## src/rtl/turn_flasher_pkg.sv

```systemverilog
package turn_flasher_pkg;

    // Sampled switch set, one bit per physical input
    typedef struct packed {
        logic brake;
        logic engine;
        logic opp;
        logic cancel;
        logic hazard;
        logic right;
        logic left;
    } sw_t;

    typedef enum logic [1:0] {
        TURN_NONE  = 2'd0,
        TURN_LEFT  = 2'd1,
        TURN_RIGHT = 2'd2
    } turn_e;

endpackage

```

## src/rtl/tf_sampler.sv

```systemverilog
module tf_sampler
    import turn_flasher_pkg::*;
(
    input  logic clk,
    input  logic rst_n,
    input  sw_t  raw,
    output sw_t  level,
    output sw_t  change
);
    typedef struct packed {
        sw_t cur;
        sw_t prev;
    } smp_t;

    smp_t smp_d, smp_q;

    always_comb begin
        smp_d      = smp_q;
        smp_d.cur  = raw;
        smp_d.prev = smp_q.cur;
    end

    always_ff @(posedge clk or negedge rst_n) begin
        if (!rst_n) smp_q <= '0;
        else        smp_q <= smp_d;
    end

    assign level  = smp_q.cur;
    assign change = smp_q.cur ^ smp_q.prev;

    // a level held steady produces no change on the following cycle
    AST_HELD_NO_CHANGE: assert property (@(posedge clk) disable iff (!rst_n)
        (raw == level) |=> (change == '0)) else $error("held input changed");

endmodule

```

## src/rtl/tf_flash_timer.sv

```systemverilog
module tf_flash_timer #(
    parameter int LIT_TICKS  = 16,
    parameter int DARK_TICKS = 8
) (
    input  logic clk,
    input  logic rst_n,
    input  logic tick,
    input  logic active,
    output logic lit
);
    localparam int MAXP = (LIT_TICKS > DARK_TICKS) ? LIT_TICKS : DARK_TICKS;
    localparam int CW   = $clog2(MAXP + 1);
    localparam logic [CW-1:0] LIT_LD  = CW'(LIT_TICKS);
    localparam logic [CW-1:0] DARK_LD = CW'(DARK_TICKS);

    typedef struct packed {
        logic          act;
        logic          lit;
        logic [CW-1:0] cnt;
    } fl_t;

    fl_t fl_d, fl_q;

    always_comb begin
        fl_d     = fl_q;
        fl_d.act = active;
        if (!active) begin
            fl_d.lit = 1'b0;
            fl_d.cnt = LIT_LD;
        end else if (!fl_q.act) begin
            fl_d.lit = 1'b1;
        end else if (tick) begin
            if (fl_q.cnt <= 1) begin
                fl_d.lit = !fl_q.lit;
                fl_d.cnt = fl_q.lit ? DARK_LD : LIT_LD;
            end else begin
                fl_d.cnt = fl_q.cnt - 1'b1;
            end
        end
    end

    always_ff @(posedge clk or negedge rst_n) begin
        if (!rst_n) begin
            fl_q.act <= 1'b0;
            fl_q.lit <= 1'b0;
            fl_q.cnt <= LIT_LD;
        end else begin
            fl_q <= fl_d;
        end
    end

    assign lit = fl_q.lit;

    AST_START_LIT: assert property (@(posedge clk) disable iff (!rst_n)
        (active && !fl_q.act) |=> fl_q.lit) else $error("no immediate flash");
    AST_REST_DARK: assert property (@(posedge clk) disable iff (!rst_n)
        !active |=> (!fl_q.lit && fl_q.cnt == LIT_LD)) else $error("rest not dark");
    AST_CNT_RANGE: assert property (@(posedge clk) disable iff (!rst_n)
        fl_q.act |-> (fl_q.cnt != 0 && fl_q.cnt <= CW'(MAXP))) else $error("flash count range");

endmodule

```

## src/rtl/tf_idle_timer.sv

```systemverilog
module tf_idle_timer #(
    parameter int TIMEOUT_TICKS = 9155
) (
    input  logic clk,
    input  logic rst_n,
    input  logic tick,
    input  logic reload,
    input  logic run,
    output logic expired
);
    localparam int CW = $clog2(TIMEOUT_TICKS + 1);
    localparam logic [CW-1:0] TO_LD = CW'(TIMEOUT_TICKS);

    logic [CW-1:0] cnt_d, cnt_q;

    always_comb begin
        cnt_d = cnt_q;
        if (reload)                         cnt_d = TO_LD;
        else if (tick && run && cnt_q != 0) cnt_d = cnt_q - 1'b1;
    end

    always_ff @(posedge clk or negedge rst_n) begin
        if (!rst_n) cnt_q <= TO_LD;
        else        cnt_q <= cnt_d;
    end

    assign expired = (cnt_q == '0);

    AST_RELOAD_FULL: assert property (@(posedge clk) disable iff (!rst_n)
        reload |=> (cnt_q == TO_LD)) else $error("reload missed");
    AST_IDLE_HOLD: assert property (@(posedge clk) disable iff (!rst_n)
        (!reload && !run) |=> $stable(cnt_q)) else $error("timer ran with engine on");

endmodule

```

## src/rtl/turn_flasher.sv

```systemverilog
module turn_flasher
    import turn_flasher_pkg::*;
#(
    parameter int LIT_TICKS     = 16,
    parameter int DARK_TICKS    = 8,
    parameter int TIMEOUT_TICKS = 9155
) (
    input  logic clk,
    input  logic rst_n,
    input  logic tick,
    input  logic stalk_left,
    input  logic stalk_right,
    input  logic hazard_btn,
    input  logic cancel_sense,
    input  logic opp_cancel,
    input  logic engine_on,
    input  logic brake_on,
    output logic lamp_left,
    output logic lamp_right,
    output logic sleep_req
);
    typedef struct packed {
        logic  hazard;
        turn_e turn;
    } st_t;

    sw_t  raw, lvl, chg;
    st_t  st_d, st_q;
    logic active, phase_lit, expired, reload, haz_press;

    always_comb begin
        raw        = '0;
        raw.left   = stalk_left;
        raw.right  = stalk_right;
        raw.hazard = hazard_btn;
        raw.cancel = cancel_sense;
        raw.opp    = opp_cancel;
        raw.engine = engine_on;
        raw.brake  = brake_on;
    end

    tf_sampler u_smp (
        .clk    (clk),
        .rst_n  (rst_n),
        .raw    (raw),
        .level  (lvl),
        .change (chg)
    );

    assign haz_press = chg.hazard && lvl.hazard;

    always_comb begin
        st_d = st_q;
        if (haz_press) st_d.hazard = !st_q.hazard;
        if (lvl.opp || chg.cancel)        st_d.turn = TURN_NONE;
        else if (lvl.left && !lvl.right)  st_d.turn = TURN_LEFT;
        else if (lvl.right && !lvl.left)  st_d.turn = TURN_RIGHT;
    end

    always_ff @(posedge clk or negedge rst_n) begin
        if (!rst_n) begin
            st_q.hazard <= 1'b0;
            st_q.turn   <= TURN_NONE;
        end else begin
            st_q <= st_d;
        end
    end

    assign active = st_q.hazard || (st_q.turn != TURN_NONE);
    assign reload = chg.engine || chg.hazard || chg.brake;

    tf_flash_timer #(
        .LIT_TICKS  (LIT_TICKS),
        .DARK_TICKS (DARK_TICKS)
    ) u_flash (
        .clk    (clk),
        .rst_n  (rst_n),
        .tick   (tick),
        .active (active),
        .lit    (phase_lit)
    );

    tf_idle_timer #(
        .TIMEOUT_TICKS (TIMEOUT_TICKS)
    ) u_idle (
        .clk     (clk),
        .rst_n   (rst_n),
        .tick    (tick),
        .reload  (reload),
        .run     (!lvl.engine),
        .expired (expired)
    );

    assign lamp_left  = phase_lit && !expired && (st_q.hazard || st_q.turn == TURN_LEFT);
    assign lamp_right = phase_lit && !expired && (st_q.hazard || st_q.turn == TURN_RIGHT);
    assign sleep_req  = expired;

    AST_HAZ_TOGGLE: assert property (@(posedge clk) disable iff (!rst_n)
        haz_press |=> (st_q.hazard != $past(st_q.hazard))) else $error("hazard not toggled");
    AST_HAZ_HOLD: assert property (@(posedge clk) disable iff (!rst_n)
        !haz_press |=> $stable(st_q.hazard)) else $error("hazard changed without press");
    AST_CANCEL_CLEARS: assert property (@(posedge clk) disable iff (!rst_n)
        chg.cancel |=> (st_q.turn == TURN_NONE)) else $error("cancel ignored");
    AST_OPP_CLEARS: assert property (@(posedge clk) disable iff (!rst_n)
        lvl.opp |=> (st_q.turn == TURN_NONE)) else $error("opposite cancel ignored");
    AST_BOTH_KEEP: assert property (@(posedge clk) disable iff (!rst_n)
        (lvl.left && lvl.right && !lvl.opp && !chg.cancel) |=> $stable(st_q.turn)) else $error("both stalks changed turn");
    AST_ONE_LAMP_TURN: assert property (@(posedge clk) disable iff (!rst_n)
        !st_q.hazard |-> !(lamp_left && lamp_right)) else $error("two lamps in turn mode");

endmodule

```

## config.mk

```make
export PLATFORM = sky130hd
export DESIGN_NAME = turn_flasher
export DESIGN_NICKNAME = d
export VERILOG_FILES = /design/src/rtl/turn_flasher_pkg.sv /design/src/rtl/tf_sampler.sv /design/src/rtl/tf_flash_timer.sv /design/src/rtl/tf_idle_timer.sv /design/src/rtl/turn_flasher.sv
export SDC_FILE = /design/constraint.sdc
export NUM_CORES = 1
export LEC_CHECK = 0
export BUFFER_PORTS_ARGS = -buffer_cell sky130_fd_sc_hd__buf_2
export CAP_MARGIN = 20
export CORE_AREA = 5 5 93 95
export CTS_CLUSTER_DIAMETER = 80
export DETAILED_ROUTE_END_ITERATION = 8
export DIE_AREA = 0 0 98 100
export HOLD_SLACK_MARGIN = 0.05
export SLEW_MARGIN = 10
export SYNTH_ARGS = -nofsm -noshare
export SYNTH_HDL_FRONTEND = slang
export SYNTH_HIERARCHICAL = 1
export SYNTH_SLANG_ARGS = --single-unit
```

## constraint.sdc

```tcl
create_clock -name clk -period 2.35 [get_ports clk]
set_input_delay 0.3525 -clock clk [delete_from_list [all_inputs] [get_ports clk]]
set_output_delay 0.3525 -clock clk [all_outputs]
set_load 0.03 [all_outputs]
```

==> results.md, run 1 <==
* H-tree levels at 2
* Final nets at 192
* First-pass GRT wire length at 5747 um
* DR pass1 iterations at 4
* Detailed Place HPWL at 2274 um
* PD cells at 761.8 mW/mm^2
* Routability cong. at 0.7384
* Slew Viols, Final at 0
* Crit path required time at 2000 ps
* Layout Cells excl Fill at 282
* Layout cells sized above 1 at 31.11%
* Crit path cell chain: inv_2 -> ha_4 -> or4b_4 -> nor4_4 -> nand2b_4 -> nor2_1 -> buf_2
* CTS Sinks at 35
* Synthesized instance count at 162
* Total routed wirelength at 3206 um
* Post-Syn Area at 0.001760 mm^2
* Tmin final at 2300 ps
* Fin. Hold Viols at 0
* IO buf count at 12
* Die Footprint at 0.009800 mm^2
* Initial antenna violation count at 0
* FF+latch area at 885.9 um^2
* Yosys warns at 6
* CP peak stage delay at 480 ps
* Pint at 1.050 mW
* Horiz. Die Dim at 98 um
* Max_cap viols at 0
* N_diodes at 0
* Area Growth Syn to Fin at 17.20%
* Fin Clk Skew at 4.751 ps
* Clock-pin transition on the worst setup and hold timing paths at 70 ps
* Crit path kind: register to output port
* Starting Density at 23.02%
* Finished Core Util at 26.98%
* GRT Util Overall at 7.213%
* Mean routed wirelength per cell at 11.37 um
* Outcome: completed
* CORE AREA at 0.007647 mm^2
* CTS tree: done
* Root buffer cell: clkbuf_8
* Final setup TNS at 0 ps
* Final Setup Violations at 0
* Clock share of power at 28.4%
* Comb power frac at 23.7%
* Avg Cell Area, Syn at 10.87 um^2
* Drt via density at 4.454
* Row cnt at 32
* DRC violations left at 0
* Clock buffer count from CTS at 5
* Worst-Skew Late Latency at 290 ps
* Slew at the pin with the worst max-slew slack at 749.9 ps
* Tcrit/Tclk final at 97.88%
* Seq pwr share at 47.9%
* # IOs at 13
* Sw Ratio at 33.19%
* Switching Power at 521.7 uW
* R2R setup slack at 190 ps
* VDD IR max at 0.3439 mV
* Worst slew margin at 50.01%
* Worst-path cell with the longest stage delay: or4b_4
* Die extent in y at 100 um
* Leak at 0.7952 nW
* Iteration-0 DRC Markers at 54
* Largest net degree at the start of global routing at 36
* Syn nets at 175
* Filler cells at 781
* CP arrival at 1950 ps
* CP Capture Type: output port
* CP Launch Type: register
* Max Clk Rate at 0.4348 GHz
* Multi-input logic area at 812.0 um^2
* Congestion Overflow GR at 0
* Hold Crit Class: primary input to async pin
* Post-Place Cells at 271
* Longest Clk Path Bufs at 2
* RSZ-0062 raised after global routing: yes
* CP max FO at 5
* ANT nets after route at 0
* Vias at 1256
* Vias in the first global route at 1227
* # hold bufs at CTS at 0
## power groups by stage
stage | registers, mW | clock network, mW | logic, mW
final | 0.753 | 0.446 | 0.373
after global routing | 0.765 | 0.499 | 0.418
after CTS | 0.753 | 0.469 | 0.371
after detailed placement | 0.760 | 0 | 0.365
after global placement | 0.756 | 0 | 0.360
after floorplan | 0.742 | 0 | 0.292
## cell type report
cell class | instances | area share, %
Clock buffer | 5 | 3.335
Inverter | 12 | 2.183
Sequential cell | 35 | 42.94
Multi-Input combinational cell | 108 | 39.36
Clock inverter | 3 | 1.152
Tap cell | 102 | 6.186
Timing Repair Buffer | 17 | 4.851
## routing by layer
metal	vias up	routed length (um)	GRT usage, %	part of all wire [%]
li1	619	-	-	-
met1	603	1471	8.520	46
met2	27	1538	11.88	48
met3	7	139	2.710	4.3
met4	0	58	2.875	1.8
met5	-	0	0	0
## state kept, by name, indices dropped and copies added, names as in the netlist
| register | count |
|---|---|
| u_flash/lit | 1 |
| u_flash/fl_q | 6 |
| u_smp/level | 7 |
| u_idle/cnt_q | 14 |
| st_q | 3 |
| u_smp/smp_q | 4 |
## critical path: cells and delay by family, from the launching register on
kind / cells / cell delay (ps)
simple gates: 4 / 890
flops: 1 / 380
buf+inv: 2 / 250
fa+ha+maj: 1 / 140
## per-stage QoR
stage,hold WS [ps],cell area [um^2],power [mW],worst slack [ps]
floorplan,56.91,1775,1.034,39.88
detailed placement,389.9,1926,1.124,145.8
CTS,148.7,2046,1.593,21.80
finish,122.2,2063,1.572,49.94
global route,138.3,2063,1.681,-12.91
global placement,386.3,1926,1.116,173.2
## layout by cell type, fill, tap and decap left out, types with 3 or more instances in the layout
master / n
o21ai_0: 5
buf_2: 11
nand2_1: 8
dfstp_2: 8
clkbuf_8: 5
nor4_1: 3
nor3_1: 3
o31ai_1: 5
dfrtp_1: 27
nand3_1: 3
buf_4: 6
a21oi_1: 15
xnor2_1: 3
or3_2: 8
nand2b_1: 3
nor2_1: 6
or4_1: 4
xor2_1: 4
inv_1: 10
or3_1: 4
## what timing repair did
action                     CTS  global route
pin swaps                    2             0
hold endpoints to repair     0             0
buffers inserted             1             2
setup endpoints to repair    3             2
gates resized for setup      5             2
## final timing paths
check / start / endpoint / cells past startpoint
worst min register to register: u_smp/level[6] / u_smp/smp_q[6] / 0
worst min-delay path: rst_n / u_idle/cnt_q[3] / 1
worst max-delay path: u_idle/cnt_q[0] / lamp_right / 7
max in group asynchronous: rst_n / u_idle/cnt_q[12] / 1
min in group clk: opp_cancel / u_smp/level[4] / 1
worst max register to register: u_idle/cnt_q[0] / u_idle/cnt_q[5] / 8
Power figures use the tool's default switching activity.
==> inputs of run 2 (changes only) <==
--- a/config.mk
+++ b/config.mk
@@ -12,8 +12,10 @@
 export DETAILED_ROUTE_END_ITERATION = 8
 export DIE_AREA = 0 0 98 100
 export HOLD_SLACK_MARGIN = 0.05
+export REMOVE_ABC_BUFFERS = 1
 export SLEW_MARGIN = 10
 export SYNTH_ARGS = -nofsm -noshare
 export SYNTH_HDL_FRONTEND = slang
 export SYNTH_HIERARCHICAL = 1
 export SYNTH_SLANG_ARGS = --single-unit
+export TNS_END_PERCENT = 5
==> results.md, run 2 (synthesis gave the netlist of run 1 again) <==
* # IOs at 13
* Tmin final at 2350 ps
* Worst-path cell with the longest stage delay: or4b_4
* Crit path required time at 2000 ps
* Layout cells sized above 1 at 32.24%
* Slew at the pin with the worst max-slew slack at 748.6 ps
* Total routed wirelength at 3156 um
* Routability cong. at 0.7786
* CP max FO at 2
* RSZ-0062 raised after global routing: yes
* Fin. Hold Viols at 0
* Commonest non-fill, non-tap cell in the layout: dfrtp_1
* Max_cap viols at 0
* Vias in the first global route at 1239
* Leak at 0.8308 nW
* H-tree levels at 2
* Outcome: completed
* CP Launch Type: register
* Starting Density at 23.02%
* CTS Sinks at 35
* Mean routed wirelength per cell at 11.07 um
* PD cells at 790.9 mW/mm^2
* Congestion Overflow GR at 0
* Dpl cell area at 0.001918 mm^2
* Longest Clk Path Bufs at 2
* Clock buffer count from CTS at 5
* Largest net degree at the start of global routing at 36
* Final Setup Violations at 0
* ANT nets after route at 0
* Final nets at 195
* Design Area, Final at 0.002118 mm^2
* # hold bufs at CTS at 0
* CP arrival at 2000 ps
* Setup slack after layout at 0.2160 ps
* CP peak stage delay at 470 ps
* Worst-Skew Late Latency at 280 ps
* Largest Register: u_idle/cnt_q
* Clock-pin transition on the worst setup and hold timing paths at 70 ps
* Die Footprint at 0.009800 mm^2
* Fin Clk Skew at 7.390 ps
* IO buf count at 12
* Worst path bufs/invs at 2
* Largest register FFs at 14
* Iteration-0 DRC Markers at 36
* CP Capture Type: output port
* Initial antenna violation count at 0
* N_diodes at 0
* Tcrit/Tclk final at 99.99%
* Setup slack after placement at -5.400 ps
* DRC violations left at 0
* Worst slew margin at 50.09%
* Root buffer cell: clkbuf_8
* Horiz. Die Dim at 98 um
* Max Clk Rate at 0.4256 GHz
* Die extent in y at 100 um
* CTS tree: done
* VDD IR max at 0.3793 mV
* Detailed Place HPWL at 2251 um
* CP delay by family, top: simple AND/OR/NAND/NOR gates
* Area Growth Syn to Fin at 20.33%
* DR pass1 iterations at 4
* Slew Viols, Final at 0
* Filler cells at 786
* Row cnt at 32
* CORE AREA at 0.007647 mm^2
* Commonest cells after routing, fill and taps aside: dfrtp_1, a21oi_1, inv_1, buf_4, buf_2
* Drt via density at 4.361
* Vias at 1243
* Crit path cell chain: inv_2 -> ha_4 -> or4b_4 -> nor4_4 -> nand2b_4 -> nor2_1 -> buf_4
* Hold Crit Class: primary input to async pin
* GRT Util Overall at 6.884%
* First-pass GRT wire length at 5637 um
* Crit path kind: register to output port
==> run 2: changes by cell type in the layout (fill, tap and decap cells not counted) <==
cell / change
clkinv_4: +1
buf_6: +1
clkinvlp_4: -2
buf_4: +4
buf_2: -2
bufinv_16: +1
==> run 2: final timing paths <==
check                                      from         endpoint  slack [ps]  depth (start not counted)
worst max-delay path            u_idle/cnt_q[0]        lamp_left         0.2                          7
worst min-delay path                      rst_n  u_idle/cnt_q[4]         130                          1
worst max register to register  u_idle/cnt_q[0]  u_idle/cnt_q[5]         170                          8
worst min register to register   u_smp/level[3]   u_smp/smp_q[3]         400                          0
max in group asynchronous                 rst_n  u_flash/fl_q[3]        1740                          1
min in group clk                     stalk_left   u_smp/level[0]         170                          1
==> run 2: area by class of cell <==
type                            count  area, um^2  share of cell area, %
Clock buffer                        5       68.82                  3.249
Clock inverter                      3       47.55                  2.245
Inverter                           12       45.04                  2.126
Multi-Input combinational cell    108       812.0                  38.33
Sequential cell                    35       885.9                  41.82
Tap cell                          102       127.6                  6.025
Timing Repair Buffer               20       131.4                  6.202
==> run 2: per-stage QoR <==
stage               std cells  setup TNS, ps  hold slack, ps  util, %  power (mW)
floorplan                 155          -1669           56.91        -       1.025
global placement          272              0           384.5    25.08       1.116
detailed placement        272         -9.596           387.4    25.08       1.124
CTS                       284         -137.2           158.1    27.60       1.699
global route              285         -192.1           148.0    27.70       1.777
finish                    285              0           135.0    27.70       1.675
==> run 2: power breakdown <==
| group | internal, mW | total [mW] | switching, mW |
|---|---|---|---|
| Clock | 0.321 | 0.545 | 0.223 |
| Sequential | 0.675 | 0.752 | 0.0770 |
| Combinational | 0.167 | 0.379 | 0.211 |
==> run 2: per-layer routing <==
metal  vias to the layer above  GRT usage, %  wire (um)
met5                         -             0          0
met2                        12         11.41       1499
li1                        627             -          -
met3                         2         2.015        100
met1                       602         8.755       1543
met4                         0         1.917         12
==> run 2: repair_timing <==
item / in CTS / in global routing
pin swaps: 4 / 1
setup buffers: 4 / 1
setup endpoints to repair: 3 / 3
resized for setup: 11 / 0
==> inputs of run 3 (changes only) <==
--- a/config.mk
+++ b/config.mk
@@ -7,10 +7,10 @@
 export LEC_CHECK = 0
 export BUFFER_PORTS_ARGS = -buffer_cell sky130_fd_sc_hd__buf_2
 export CAP_MARGIN = 20
-export CORE_AREA = 5 5 93 95
+export CORE_AREA = 5 5 72 123
 export CTS_CLUSTER_DIAMETER = 80
 export DETAILED_ROUTE_END_ITERATION = 8
-export DIE_AREA = 0 0 98 100
+export DIE_AREA = 0 0 77 128
 export HOLD_SLACK_MARGIN = 0.05
 export REMOVE_ABC_BUFFERS = 1
 export SLEW_MARGIN = 10
==> results.md, run 3 (synthesis gave the netlist of run 1 again) <==
* N_diodes at 0
* Largest register FFs at 14
* IO buf count at 12
* Hold_ws at 157.6 ps
* Max_cap viols at 0
* # IOs at 13
* Commonest non-fill, non-tap cell in the layout: dfrtp_1
* VDD IR max at 0.2956 mV
* CP arrival at 1970 ps
* GRT Util Overall at 8.194%
* Fin Clk Skew at 2.879 ps
* Vias in the first global route at 1337
* CP Capture Type: output port
* H-tree levels at 2
* Row cnt at 43
* Drt via density at 4.727
* Worst slew margin at 47.39%
* Setup slack after layout at 26.54 ps
* DRC violations left at 0
* Outcome: completed
* Tcrit/Tclk final at 98.87%
* Routability cong. at 0.7176
* Starting Density at 22.57%
* Clock-pin transition on the worst setup and hold timing paths at 50 ps
* Crit path required time at 2000 ps
* Total routed wirelength at 3596 um
* Area Growth Syn to Fin at 22.60%
* Commonest cells after routing, fill and taps aside: dfrtp_1, a21oi_1, buf_4
* Layout cells sized above 1 at 33.51%
* Die extent in y at 128 um
* Iteration-0 DRC Markers at 51
* Worst-path cell with the longest stage delay: or4b_4
* Crit path kind: register to output port
* Setup slack after placement at 14.04 ps
* Congestion Overflow GR at 0
* ANT nets after route at 0
* Horiz. Die Dim at 77 um
* Longest Clk Path Bufs at 2
* Leak at 0.8562 nW
* Max Clk Rate at 0.4304 GHz
* Final Setup Violations at 0
* DR pass1 iterations at 4
* RSZ-0062 raised after global routing: yes
* Worst-Skew Late Latency at 270 ps
* R2r endpoint: u_idle/cnt_q[3]
* Die Footprint at 0.009856 mm^2
* Root buffer cell: clkbuf_16
* CTS tree: done
* Largest Register: u_idle/cnt_q
* CP max FO at 2
* CORE AREA at 0.007801 mm^2
* First-pass GRT wire length at 6430 um
* Tmin final at 2323 ps
* RR Startpoint: u_idle/cnt_q[0]
* Vias at 1300
* Crit path cell chain: inv_2 -> ha_4 -> or4b_4 -> nor4_4 -> nand2b_4 -> nor2_2 -> buf_6
* Hold Crit Class: primary input to async pin
* Detailed Place HPWL at 2539 um
* Largest net degree at the start of global routing at 36
* PD cells at 831.0 mW/mm^2
* R2R setup slack at 150 ps
* Mean routed wirelength per cell at 13.08 um
* Slew Viols, Final at 0
* Slew at the pin with the worst max-slew slack at 789.2 ps
* Fin. Hold Viols at 0
* Final nets at 197
* Clock buffer count from CTS at 5
* CTS Sinks at 35
* Initial antenna violation count at 0
* Worst R2R Path Depth at 8
* CP peak stage delay at 480 ps
* CP Launch Type: register
-- run 3: metal layers --
metal	share of wire (%)	up-vias	global-route usage [%]
met5	0	-	0
met4	3.1	0	5.466
met3	1.7	7	1.336
met2	56	19	14.47
met1	39	642	8.839
li1	-	632	-
-- run 3: power breakdown --
part / internal, mW / switching, mW
logic: 0.180 / 0.219
clock network: 0.419 / 0.221
registers: 0.677 / 0.0776
total: 1.28 / 0.518
-- run 3: cell type report --
| type | count | area [um^2] |
|---|---|---|
| Timing Repair Buffer | 22 | 150.1 |
| Fill cell | 812 | 5643 |
| Sequential cell | 35 | 885.9 |
| Multi-Input combinational cell | 108 | 817.0 |
| Clock buffer | 7 | 142.6 |
| Clock inverter | 1 | 5.005 |
| Inverter | 12 | 45.04 |
| Tap cell | 90 | 112.6 |
-- run 3: worst max-delay path: cells and delay by family, from the launching register on --
family                     cells  cell delay (ps)
adders and majority gates      1              130
buffers and inverters          2              200
DFF                            1              370
and+or+nand+nor                4             1000
-- run 3: stage by stage --
step	TNS, ps	instances	instance area (um^2)	total power [mW]	utilization, %
2_1_floorplan	-1669	155	1708	1.025	-
3_3_place_gp	0	261	1911	1.123	24.49
3_5_place_dp	0	261	1911	1.129	24.49
4_1_cts	-67.19	273	2137	1.814	27.39
5_1_grt	-85.71	275	2158	1.908	27.67
6_report	0	275	2158	1.794	27.67
-- run 3: worst max path at each step --
stage	start	to	slack [ps]	depth (start not counted)
3_3_place_gp	u_idle/cnt_q[0]	lamp_left	60	7
5_1_grt	u_idle/cnt_q[0]	lamp_left	-40	7
6_report	u_idle/cnt_q[0]	lamp_left	30	7
3_5_place_dp	u_idle/cnt_q[0]	lamp_left	10	7
4_1_cts	u_idle/cnt_q[1]	lamp_right	-50	7
2_1_floorplan	u_idle/cnt_q[0]	lamp_left	-580	6
-- run 3: repair_timing --
item	4_1_cts	5_1_grt
hold buffers	0	0
endpoints found under the setup margin	3	4
hold endpoints to repair	0	0
pin swaps	3	2
setup buffers	4	2
gates resized for setup	12	2
